`config.mk`:
```
export PLATFORM = sky130hd
export DESIGN_NAME = brk_link_unit
export DESIGN_NICKNAME = d
export VERILOG_FILES = /design/src/rtl/brk_link_unit.sv
export SDC_FILE = /design/constraint.sdc
export NUM_CORES = 1
export LEC_CHECK = 0
export BUFFER_PORTS_ARGS = -buffer_cell sky130_fd_sc_hd__buf_2
export CAP_MARGIN = 20
export CORE_UTILIZATION = 40
export DETAILED_ROUTE_END_ITERATION = 16
export MAX_ROUTING_LAYER = met4
export SYNTH_ARGS = -nofsm -noshare
export SYNTH_HDL_FRONTEND = slang
export SYNTH_SLANG_ARGS = --single-unit
```
`constraint.sdc`:
```
create_clock -name clk -period 3.2 [get_ports clk]
set_clock_uncertainty 0.15 [all_clocks]
set_input_delay 0.32 -clock clk [delete_from_list [all_inputs] [get_ports clk]]
set_output_delay 0.32 -clock clk [all_outputs]
set_load 0.02 [all_outputs]
```
`src/rtl/brk_link_unit.sv`:
```
module brk_link_unit #(
  parameter int NUM_BRP  = 6,
  parameter int NUM_CTX  = 2,
  parameter int RAW      = 12,
  parameter int VAL_BASE = 'h100,
  parameter int CTL_BASE = 'h140
) (
  input  logic            clk,
  input  logic            rst_n,
  input  logic [RAW-1:0]  reg_addr,
  input  logic            reg_we,
  input  logic [31:0]     reg_wdata,
  output logic [31:0]     reg_rdata,
  input  logic [31:0]     iva,
  input  logic [31:0]     ctxid,
  input  logic            iv_valid,
  output logic            dbg_event
);
  localparam int FIRST_CTX = NUM_BRP - NUM_CTX;

  logic [31:0] val_q [NUM_BRP];
  logic [31:0] ctl_q [NUM_BRP];
  logic [NUM_BRP-1:0] val_sel, ctl_sel, en, lnk, raw_hit, partner_ok, consumed, qual;

  function automatic logic [31:0] vmask(int n);
    return (n >= FIRST_CTX) ? 32'hFFFF_FFFF : 32'hFFFF_FFFC;
  endfunction

  function automatic logic [31:0] cmask(int n);
    return (n >= FIRST_CTX) ? 32'h0000_0077 : 32'h0000_0075;
  endfunction

  for (genvar n = 0; n < NUM_BRP; n++) begin : g_pair
    assign val_sel[n] = (reg_addr == RAW'(VAL_BASE + 4*n));
    assign ctl_sel[n] = (reg_addr == RAW'(CTL_BASE + 4*n));
    assign en[n]      = ctl_q[n][0];
    assign lnk[n]     = ctl_q[n][2];
    assign raw_hit[n] = en[n] & (ctl_q[n][1] ? (val_q[n] == ctxid)
                                             : (val_q[n][31:2] == iva[31:2]));
  end

  always_ff @(posedge clk or negedge rst_n) begin
    if (!rst_n) begin
      for (int n = 0; n < NUM_BRP; n++) begin
        val_q[n] <= '0;
        ctl_q[n] <= '0;
      end
    end else if (reg_we) begin
      for (int n = 0; n < NUM_BRP; n++) begin
        if (val_sel[n]) val_q[n] <= reg_wdata & vmask(n);
        if (ctl_sel[n]) ctl_q[n] <= reg_wdata & cmask(n);
      end
    end
  end

  always_comb begin
    reg_rdata = '0;
    for (int n = 0; n < NUM_BRP; n++) begin
      if (val_sel[n]) reg_rdata = val_q[n];
      if (ctl_sel[n]) reg_rdata = ctl_q[n];
    end
  end

  always_comb begin
    partner_ok = '0;
    consumed   = '0;
    for (int n = 0; n < NUM_BRP; n++) begin
      for (int m = 0; m < NUM_BRP; m++) begin
        if (m != n && ctl_q[n][6:4] == 3'(m)) begin
          if (m >= FIRST_CTX && ctl_q[m][1] && raw_hit[m]) partner_ok[n] = 1'b1;
          if (en[n] && lnk[n]) consumed[m] = 1'b1;
        end
      end
    end
  end

  assign qual = raw_hit & ~consumed & (~lnk | partner_ok);

  always_ff @(posedge clk or negedge rst_n) begin
    if (!rst_n) dbg_event <= 1'b0;
    else        dbg_event <= iv_valid & (|qual);
  end


  ev_needs_valid_chk: assert property (@(posedge clk) disable iff (!rst_n)
    dbg_event |-> $past(iv_valid));


  idle_no_event_chk: assert property (@(posedge clk) disable iff (!rst_n)
    (en == '0) |=> !dbg_event);


  low_bits_zero_chk: assert property (@(posedge clk) disable iff (!rst_n)
    (|val_sel[FIRST_CTX-1:0]) |-> (reg_rdata[1:0] == 2'b00));


  unmapped_zero_chk: assert property (@(posedge clk) disable iff (!rst_n)
    !(|{val_sel, ctl_sel}) |-> (reg_rdata == '0));


  ctl_spare_zero_chk: assert property (@(posedge clk) disable iff (!rst_n)
    (|ctl_sel) |-> ((reg_rdata & ~32'h77) == '0));
endmodule

```
==> results_dict.tcl, run 1 <==
set metrics [dict create \
    crit_type "in2out" \
    grt_start_max_net_pins 113 \
    slew_headroom_pct 34.6 \
    crit_path_cell_trace "buf_2 -> nor4_4 -> buf_4 -> nand4_1 -> nor2_2 -> buf_4 -> a22oi_1 -> nand3_1 -> buf_2" \
    antenna_left 0 \
    timing.fmax_ghz 0.333 \
    drc 0 \
    drt-total-wl_microns 50800 \
    synth_ff_type "dfrtp_1" \
    cts_tree "yes" \
    required_ns 2.73 \
    rows 65 \
    setup_tns_ns 0 \
    p_leak_nw 7.37 \
    p_sw_share_pct 25.6 \
    numCtsBuffers 25 \
    power_frac_seq_pct 43.5 \
    dp_slack_ns 0.0806 \
    worstHoldPathType "in2reg" \
    ys_seq_area_share_pct 41.9 \
    p_comb_share_pct 9.2 \
    syn-cell-area_sq_mm 0.0130 \
    htreeDepth 1 \
    synth_top_area_cell "dfrtp_1" \
    reg2reg_depth 8 \
    ff2ff_setup_slack_ns 0.37 \
    hold_ws_ns 0.0683 \
    cp.arrival_ns 2.54 \
    setup.worst_path.start_class "input pin" \
    final.period_utilization_pct 93.9 \
    grt_util_all_layers_pct 31.8 \
    regArea_sq_mm 0.00543 \
    first_pass_iters 5 \
    slowest_stage "nand4_1" \
    cp_max_fo 17 \
    power_per_cell_area_mw_per_mm2 413 \
    p_switching_mw 1.63 \
    grt_pass1_wl_microns 73500 \
    drive_above_1_share_pct 27.6 \
    vias_per_cell 6.06 \
    pwr-share-clk_pct 47.3 \
    ys_warn_count 0 \
    rsz0062_at_grt "false" \
    gp_congestion 1.01 \
    worst_pin_slew_ns 0.982 \
    cts_root_buffer "clkbuf_16" \
    synthArstFlopShare_pct 100 \
    drt-initial-drc-count 1195 \
    areaGrowthSynthToFinish_pct 19.2 \
    die-area_sq_mm 0.0331 \
    cts_buffer_depth 3 \
    min_period_ns 3.01 \
    hpwl_microns 38800 \
    ios 145 \
    dieHeight_microns 182 \
    vias 10600 \
    grt_pass1_vias 10400 \
    die_w_microns 182 \
    drv_cap 0 \
    endpoint_kind "output pin" \
    nets 1431 \
    place_inst 1664 \
    yosysUniqueCellTypes 62 \
    fillCellCount 2968 \
    start_util_pct 40.8 \
    yosys.cell_count.top_type "dfrtp_1" \
    core_sq_mm 0.0317 \
    outcome "finished clean" \
    avgSynthCellArea_sq_um 11.3 \
    final_max_slew_viol_count 0 \
    min_path_cells 2 \
    synth_nets 1258 \
    synth-edff-count 0 \
    synth_commonest_cells "dfrtp_1 (217), xnor2_1 (133), mux2_2 (116), xor2_1 (111), mux2_1 (100)" \
    clk_latency_ns 0.56 \
    ctsResizeCount 0 \
    p_int_mw 4.74 \
    slowest_delay_ns 0.36 \
    synthCells 1146 \
    peakVddDrop_mv 0.377 \
    setup_viol_count_final 0 \
    overflow 0 \
    port_buffers 142 \
    detail_route.wl_per_cell_microns 29.2 \
    yosysTopAreaCellShare_pct 41.9 \
    ys_seq_elements 217 \
    antenna_found_initial 1 \
    ys_top_cells_by_area "dfrtp_1 (42%), mux2_2 (10%), xnor2_1 (9.0%)" \
    clk_pin_slew_ns 0.06 \
    cts.sinks 217 \
    finalNonFillerCells 1741 \
    multiInputGateArea_sq_mm 0.00711 \
    hold_viol_final 0 \
    finalWorstSetupSlack_ns 0.195 \
]
==> stage by stage <==
step	instance area (sq um)	util, %	power (mW)
after floorplan	13000	-	3.05
after global placement	14300	45.0	3.37
after detailed placement	14300	45.0	3.37
after CTS	15400	48.7	6.38
after global routing	15400	48.7	6.54
final	15400	48.7	6.37
==> layout make-up <==
type	count	share of cell area [%]
Antenna cell	1	0.0162
Clock buffer	38	4.82
Clock inverter	8	0.786
Inverter	8	0.194
Multi-Input combinational cell	844	46.0
Sequential cell	217	35.2
Tap cell	402	3.26
Timing Repair Buffer	223	9.71
==> final timing paths <==
kind	startpoint	to
worst min-delay path	reg_wdata[5]	val_q[101]
max in group asynchronous	rst_n	val_q[166]
worst min register to register	val_q[191]	val_q[191]
min in group asynchronous	rst_n	val_q[32]
worst max register to register	val_q[30]	dbg_event
worst max-delay path	reg_addr[1]	reg_rdata[12]
==> logic make-up after synthesis <==
| group | count (synthesis) | share of synthesized area [%] |
|---|---|---|
| xor gates and xnor gates | 244 | 16.5 |
| and+or+nand+nor | 256 | 11.6 |
| buffers and inverters | 85 | 3.25 |
| AOI/OAI and AO/OA | 122 | 7.55 |
| DFF | 217 | 41.9 |
| muxes | 222 | 19.2 |
==> layer usage <==
metal	wire [microns]	vias to the layer above	track usage, %
met1	21600	5414	41.6
met3	3190	120	4.25
li1	-	4558	-
met5	0	-	-
met4	2570	0	13.6
met2	23300	464	49.5
==> sequential cells by signal (all words and copies together), names as in the netlist <==
signal and cells:
ctl_q 32, dbg_event 1, val_q 184
==> placed cells by master (no fill, tap or decap), drive strengths merged, types with 8 or more instances in the layout <==
cell,count
nor3,8
a22oi,26
nand3,34
buf,193
xnor2,133
a222oi,29
inv,9
xor2,111
dfrtp,217
o21ai,16
nor2b,9
nand2,52
dlygate4sd3,30
mux2,216
nor4,39
nand4,48
nor2,30
clkbuf,38
a221oi,13
==> power by group through the flow <==
| stage | sequential (mW) | clock [mW] | combinational [mW] |
|---|---|---|---|
| floorplan | 2.82 | 0 | 0.233 |
| global placement | 2.82 | 0 | 0.549 |
| detailed placement | 2.82 | 0 | 0.548 |
| CTS | 2.77 | 3.03 | 0.580 |
| global route | 2.77 | 3.16 | 0.612 |
| finish | 2.77 | 3.01 | 0.586 |
==> critical path: cells and delay by family <==
family | cells | cell delay (ns)
buffers and inverters | 4 | 0.85
and+or+nand+nor | 4 | 1.24
AOI/OAI and AO/OA | 1 | 0.11
==> what timing repair did <==
item / CTS / global route
setup buffers: 0 / 0
endpoints found under the hold margin: 269 / 0
hold buffers: 30 / 0
Note: power is estimated with default switching activity, not from simulation.
==> inputs of run 2 (changes only) <==
CORE_MARGIN = 2   (was not set)
MAX_ROUTING_LAYER = not set   (was met4)
==> results_dict.tcl, run 2 (synthesis results as in run 1) <==
set metrics [dict create \
    gp_congestion 0.995 \
    clk_pin_slew_ns 0.06 \
    cp.arrival_ns 2.65 \
    final_common_cell "dfrtp_1" \
    final_cell_mix "dfrtp_1 (217), buf_2 (141), xnor2_1 (133), mux2_2 (116), xor2_1 (111)" \
    final_max_slew_viol_count 0 \
    drt-initial-drc-count 1164 \
    drc 0 \
    place_inst 1653 \
    cp_max_fo 18 \
    areaGrowthSynthToFinish_pct 18.3 \
    min_period_ns 3.12 \
    power_frac_seq_pct 44.2 \
    grt_start_max_net_pins 76 \
    grt_util_all_layers_pct 29.9 \
    hold_ws_ns 0.0355 \
    p_leak_nw 7.31 \
    drive_above_1_share_pct 27.2 \
    setup.worst_path.start_class "input pin" \
    total_power_mw 6.27 \
    antenna_left 0 \
    p_switching_mw 1.63 \
    slew_headroom_pct 18.3 \
    detail_route.wl_per_cell_microns 29.2 \
    cts.sinks 217 \
    p_comb_share_pct 9.2 \
    start_util_pct 40.8 \
    rsz0062_at_grt "false" \
    ctsResizeCount 0 \
    die-area_sq_mm 0.0338 \
    grt_pass1_vias 10300 \
    clk_latency_ns 0.55 \
    largest_register_ffs 184 \
    timing.fmax_ghz 0.320 \
    cts_buffer_depth 3 \
    biggestRegsByFlops "val_q: 184 flops, ctl_q: 32 flops, dbg_event: 1 flops" \
    ios 145 \
    hold_viol_final 0 \
    outcome "finished clean" \
    grt_pass1_wl_microns 72800 \
    hpwl_microns 38200 \
    final.period_utilization_pct 97.6 \
    slowest_stage "nor2_2" \
    setup_viol_count_final 0 \
    peakVddDrop_mv 0.399 \
    overflow 0 \
    vias 10500 \
    required_ns 2.73 \
    crit_type "in2out" \
    port_buffers 142 \
    rows 65 \
    worstHoldPathType "in2reg" \
    setup_tns_ns 0 \
    dieHeight_microns 184 \
    power_per_cell_area_mw_per_mm2 409 \
    htreeDepth 1 \
    top_register "val_q" \
    nets 1421 \
    antenna_found_initial 1 \
    finalNonFillerCells 1731 \
    p_int_mw 4.64 \
    cts_root_buffer "clkbuf_16" \
    core_sq_mm 0.0317 \
    path_common_cell "buf_2" \
    p_sw_share_pct 26.0 \
    die_w_microns 184 \
    drt-total-wl_microns 50500 \
    vias_per_cell 6.07 \
    first_pass_iters 7 \
    drv_cap 0 \
    cts_tree "yes" \
    endpoint_kind "output pin" \
    numCtsBuffers 25 \
    pwr-share-clk_pct 46.5 \
    placed_area_sq_mm 0.0142 \
    slowest_delay_ns 0.95 \
    worst_pin_slew_ns 1.22 \
    stdcell_area_sq_mm 0.0153 \
    crit_path_cell_trace "buf_2 -> nor4_4 -> nand3_4 -> nor2_2 -> buf_4 -> a222oi_1 -> nand3_1 -> buf_2" \
]
run 2: changes by cell type in the layout (fill, tap and decap cells not counted), sizes merged:
cell and delta:
clkinvlp +1, clkinv +5, buf -10, clkbuf -6
run 2: power by group through the flow:
stage,Clock [mW],Combinational (mW),Sequential [mW]
after floorplan,0,0.233,2.82
after global placement,0,0.543,2.82
after detailed placement,0,0.545,2.82
after CTS,2.95,0.577,2.77
after global routing,3.07,0.612,2.77
final,2.92,0.580,2.77
run 2: per-layer routing:
metal	routed length, microns	GRT usage [%]
met1	20900	40.9
met5	0	0
met4	2340	11.4
met2	23600	48.8
met3	3610	3.53
run 2: final cells by class:
cell class,instances,area (sq um)
Tap cell,402,503
Clock buffer,32,682
Fill cell,2965,16400
Clock inverter,14,146
Timing Repair Buffer,213,1420
Inverter,8,30.0
Antenna cell,1,2.50
Multi-Input combinational cell,844,7110
Sequential cell,217,5430
run 2: path summary, 6_finish.rpt:
| kind | slack, ns | cells past startpoint | end | start |
|---|---|---|---|---|
| worst max-delay path | 0.08 | 8 | reg_rdata[12] | reg_addr[1] |
| worst min-delay path | 0.04 | 2 | val_q[133] | reg_wdata[5] |
| worst max register to register | 0.24 | 7 | dbg_event | val_q[30] |
| worst min register to register | 0.39 | 1 | val_q[98] | val_q[98] |
| max in group asynchronous | 1.96 | 3 | val_q[19] | rst_n |
| min in group asynchronous | 0.16 | 2 | val_q[182] | rst_n |
run 2: critical path: cells and delay by family:
family,cells,cell delay (ns)
and+or+nand+nor,4,1.54
AOI/OAI and AO/OA,1,0.11
buffers and inverters,3,0.66
run 2: timing repair:
item | CTS | global route
endpoints found under the setup margin | 0 | 1
setup buffers | 0 | 1
hold buffers | 30 | 0
hold endpoints to repair | 222 | 0
run 2: through the flow:
stage          util, %  setup WS, ns
3_3_place_gp      44.7        0.0964
4_1_cts           48.3        0.0826
5_1_grt           48.3        0.0217
2_1_floorplan        -         0.533
6_report          48.3        0.0769
3_5_place_dp      44.7        0.0425
==> inputs of run 3 (changes only) <==
CELL_PAD_IN_SITES_DETAIL_PLACEMENT = 0   (was not set)
CELL_PAD_IN_SITES_GLOBAL_PLACEMENT = 1   (was not set)
PLACE_DENSITY_LB_ADDON = 0.1   (was not set)
==> results_dict.tcl, run 3 (synthesis results as in run 1) <==
set metrics [dict create \
    fillCellCount 2941 \
    hpwl_microns 39000 \
    endpoint_kind "output pin" \
    p_sw_share_pct 24.5 \
    placed_area_sq_mm 0.0143 \
    p_int_mw 5.05 \
    grt_start_max_net_pins 92 \
    areaGrowthSynthToFinish_pct 20.3 \
    die-area_sq_mm 0.0338 \
    grtUsageMet2_pct 50.4 \
    rows 65 \
    cts_buffer_depth 3 \
    numCtsBuffers 26 \
    cp.arrival_ns 2.57 \
    drive_above_1_share_pct 28.0 \
    gp_congestion 1.02 \
    min_period_ns 3.04 \
    detail_route.wl_per_cell_microns 29.8 \
    grt_pass1_vias 10200 \
    cts_root_buffer "clkbuf_16" \
    htreeDepth 1 \
    start_util_pct 40.8 \
    port_buffers 142 \
    cts_tree "yes" \
    power_frac_seq_pct 41.4 \
    setup.worst_path.start_class "input pin" \
    core_sq_mm 0.0317 \
    vias_per_cell 6.01 \
    rsz0062_at_grt "false" \
    p_switching_mw 1.64 \
    grt_util_met1_pct 42.6 \
    busiest_layer "met2" \
    setup_tns_ns 0 \
    top_register "val_q" \
    die_w_microns 184 \
    biggestRegsByFlops "val_q: 184 flops, ctl_q: 32 flops, dbg_event: 1 flops" \
    final.period_utilization_pct 95.2 \
    diodes 0 \
    largest_register_ffs 184 \
    nets 1434 \
    grt_util_all_layers_pct 30.7 \
    crit_type "in2out" \
    outcome "finished clean" \
    drv_cap 0 \
    drt-initial-drc-count 1154 \
    dieHeight_microns 184 \
    timing.fmax_ghz 0.328 \
    drc 0 \
    clk_pin_slew_ns 0.06 \
    setup_viol_count_final 0 \
    required_ns 2.73 \
    antenna_found_initial 0 \
    drt-total-wl_microns 51900 \
    final_cell_mix "dfrtp_1 (217), buf_2 (141), xnor2_1 (133), mux2_2 (116), xor2_1 (111)" \
    met3_usage_pct 3.74 \
    power_per_cell_area_mw_per_mm2 430 \
    vias 10500 \
    pwr-share-clk_pct 49.9 \
    peakVddDrop_mv 0.388 \
    slew_headroom_pct 48.1 \
    finalWorstSetupSlack_ns 0.155 \
    ios 145 \
    antenna_left 0 \
    worst_pin_slew_ns 0.778 \
    ctsResizeCount 0 \
    grt_pass1_wl_microns 73700 \
    p_comb_share_pct 8.6 \
    clk_latency_ns 0.56 \
    cts.sinks 217 \
    p_leak_nw 7.45 \
    stdcell_area_sq_mm 0.0156 \
    final_common_cell "dfrtp_1" \
    cp_max_fo 12 \
    hold_viol_final 0 \
    first_pass_iters 6 \
    final_max_slew_viol_count 0 \
    overflow 0 \
    worstHoldPathType "in2reg" \
    dp_slack_ns 0.182 \
]
==> run 3: timing repair <==
item,4_1_cts,5_1_grt
buffers inserted,0,0
hold buffers,30,0
hold endpoints to repair,248,0
==> run 3: final timing paths <==
path / slack, ns / cells past startpoint / startpoint / to
setup / recovery: 0.16 / 9 / reg_addr[1] / reg_rdata[29]
setup reg to reg: 0.40 / 7 / val_q[23] / dbg_event
min in group asynchronous: 0.22 / 2 / rst_n / val_q[54]
max in group asynchronous: 1.82 / 3 / rst_n / val_q[36]
hold reg to reg: 0.39 / 1 / val_q[1] / val_q[1]
hold / removal: 0.06 / 2 / reg_wdata[5] / val_q[133]
==> run 3: final cells by class <==
type                    instances  area, sq um  area share [%]
clock inverters                13          244            1.57
multi-input cells             844         7110            45.6
inverters                       8         30.0           0.193
well taps                     402          503            3.23
repair buffers                225         1530            9.83
flip-flops and latches        217         5430            34.8
clock buffers                  34          731            4.69
==> run 3: layer usage <==
layer,share of wire [%],wire [microns]
met1,43,22600
met2,47,24300
met3,6.7,3460
met4,2.9,1520
met5,0,0
==> run 3: stage by stage <==
step           utilization, %  hold slack [ns]  cells  total power, mW
2_1_floorplan               -           -0.126   1146             3.05
3_3_place_gp             45.1            0.248   1666             3.37
3_5_place_dp             45.1            0.250   1666             3.37
4_1_cts                  49.1           0.0446   1743             6.74
5_1_grt                  49.1           0.0730   1743             6.88
6_report                 49.1           0.0591   1743             6.69
==> run 3: critical path, stage by stage <==
cell      delay [ns]
buf_2           0.11
nor4_4          0.40
nand2_4         0.18
nor4b_4         0.60
buf_4           0.36
buf_4           0.22
a222oi_1        0.10
nand3_1         0.10
buf_2           0.17
==> run 3: power by group through the flow <==
stage | combinational [mW] | clock, mW | sequential, mW
5_1_grt | 0.610 | 3.50 | 2.77
3_3_place_gp | 0.544 | 0 | 2.82
4_1_cts | 0.575 | 3.39 | 2.77
6_report | 0.578 | 3.34 | 2.77
3_5_place_dp | 0.543 | 0 | 2.82
2_1_floorplan | 0.233 | 0 | 2.82
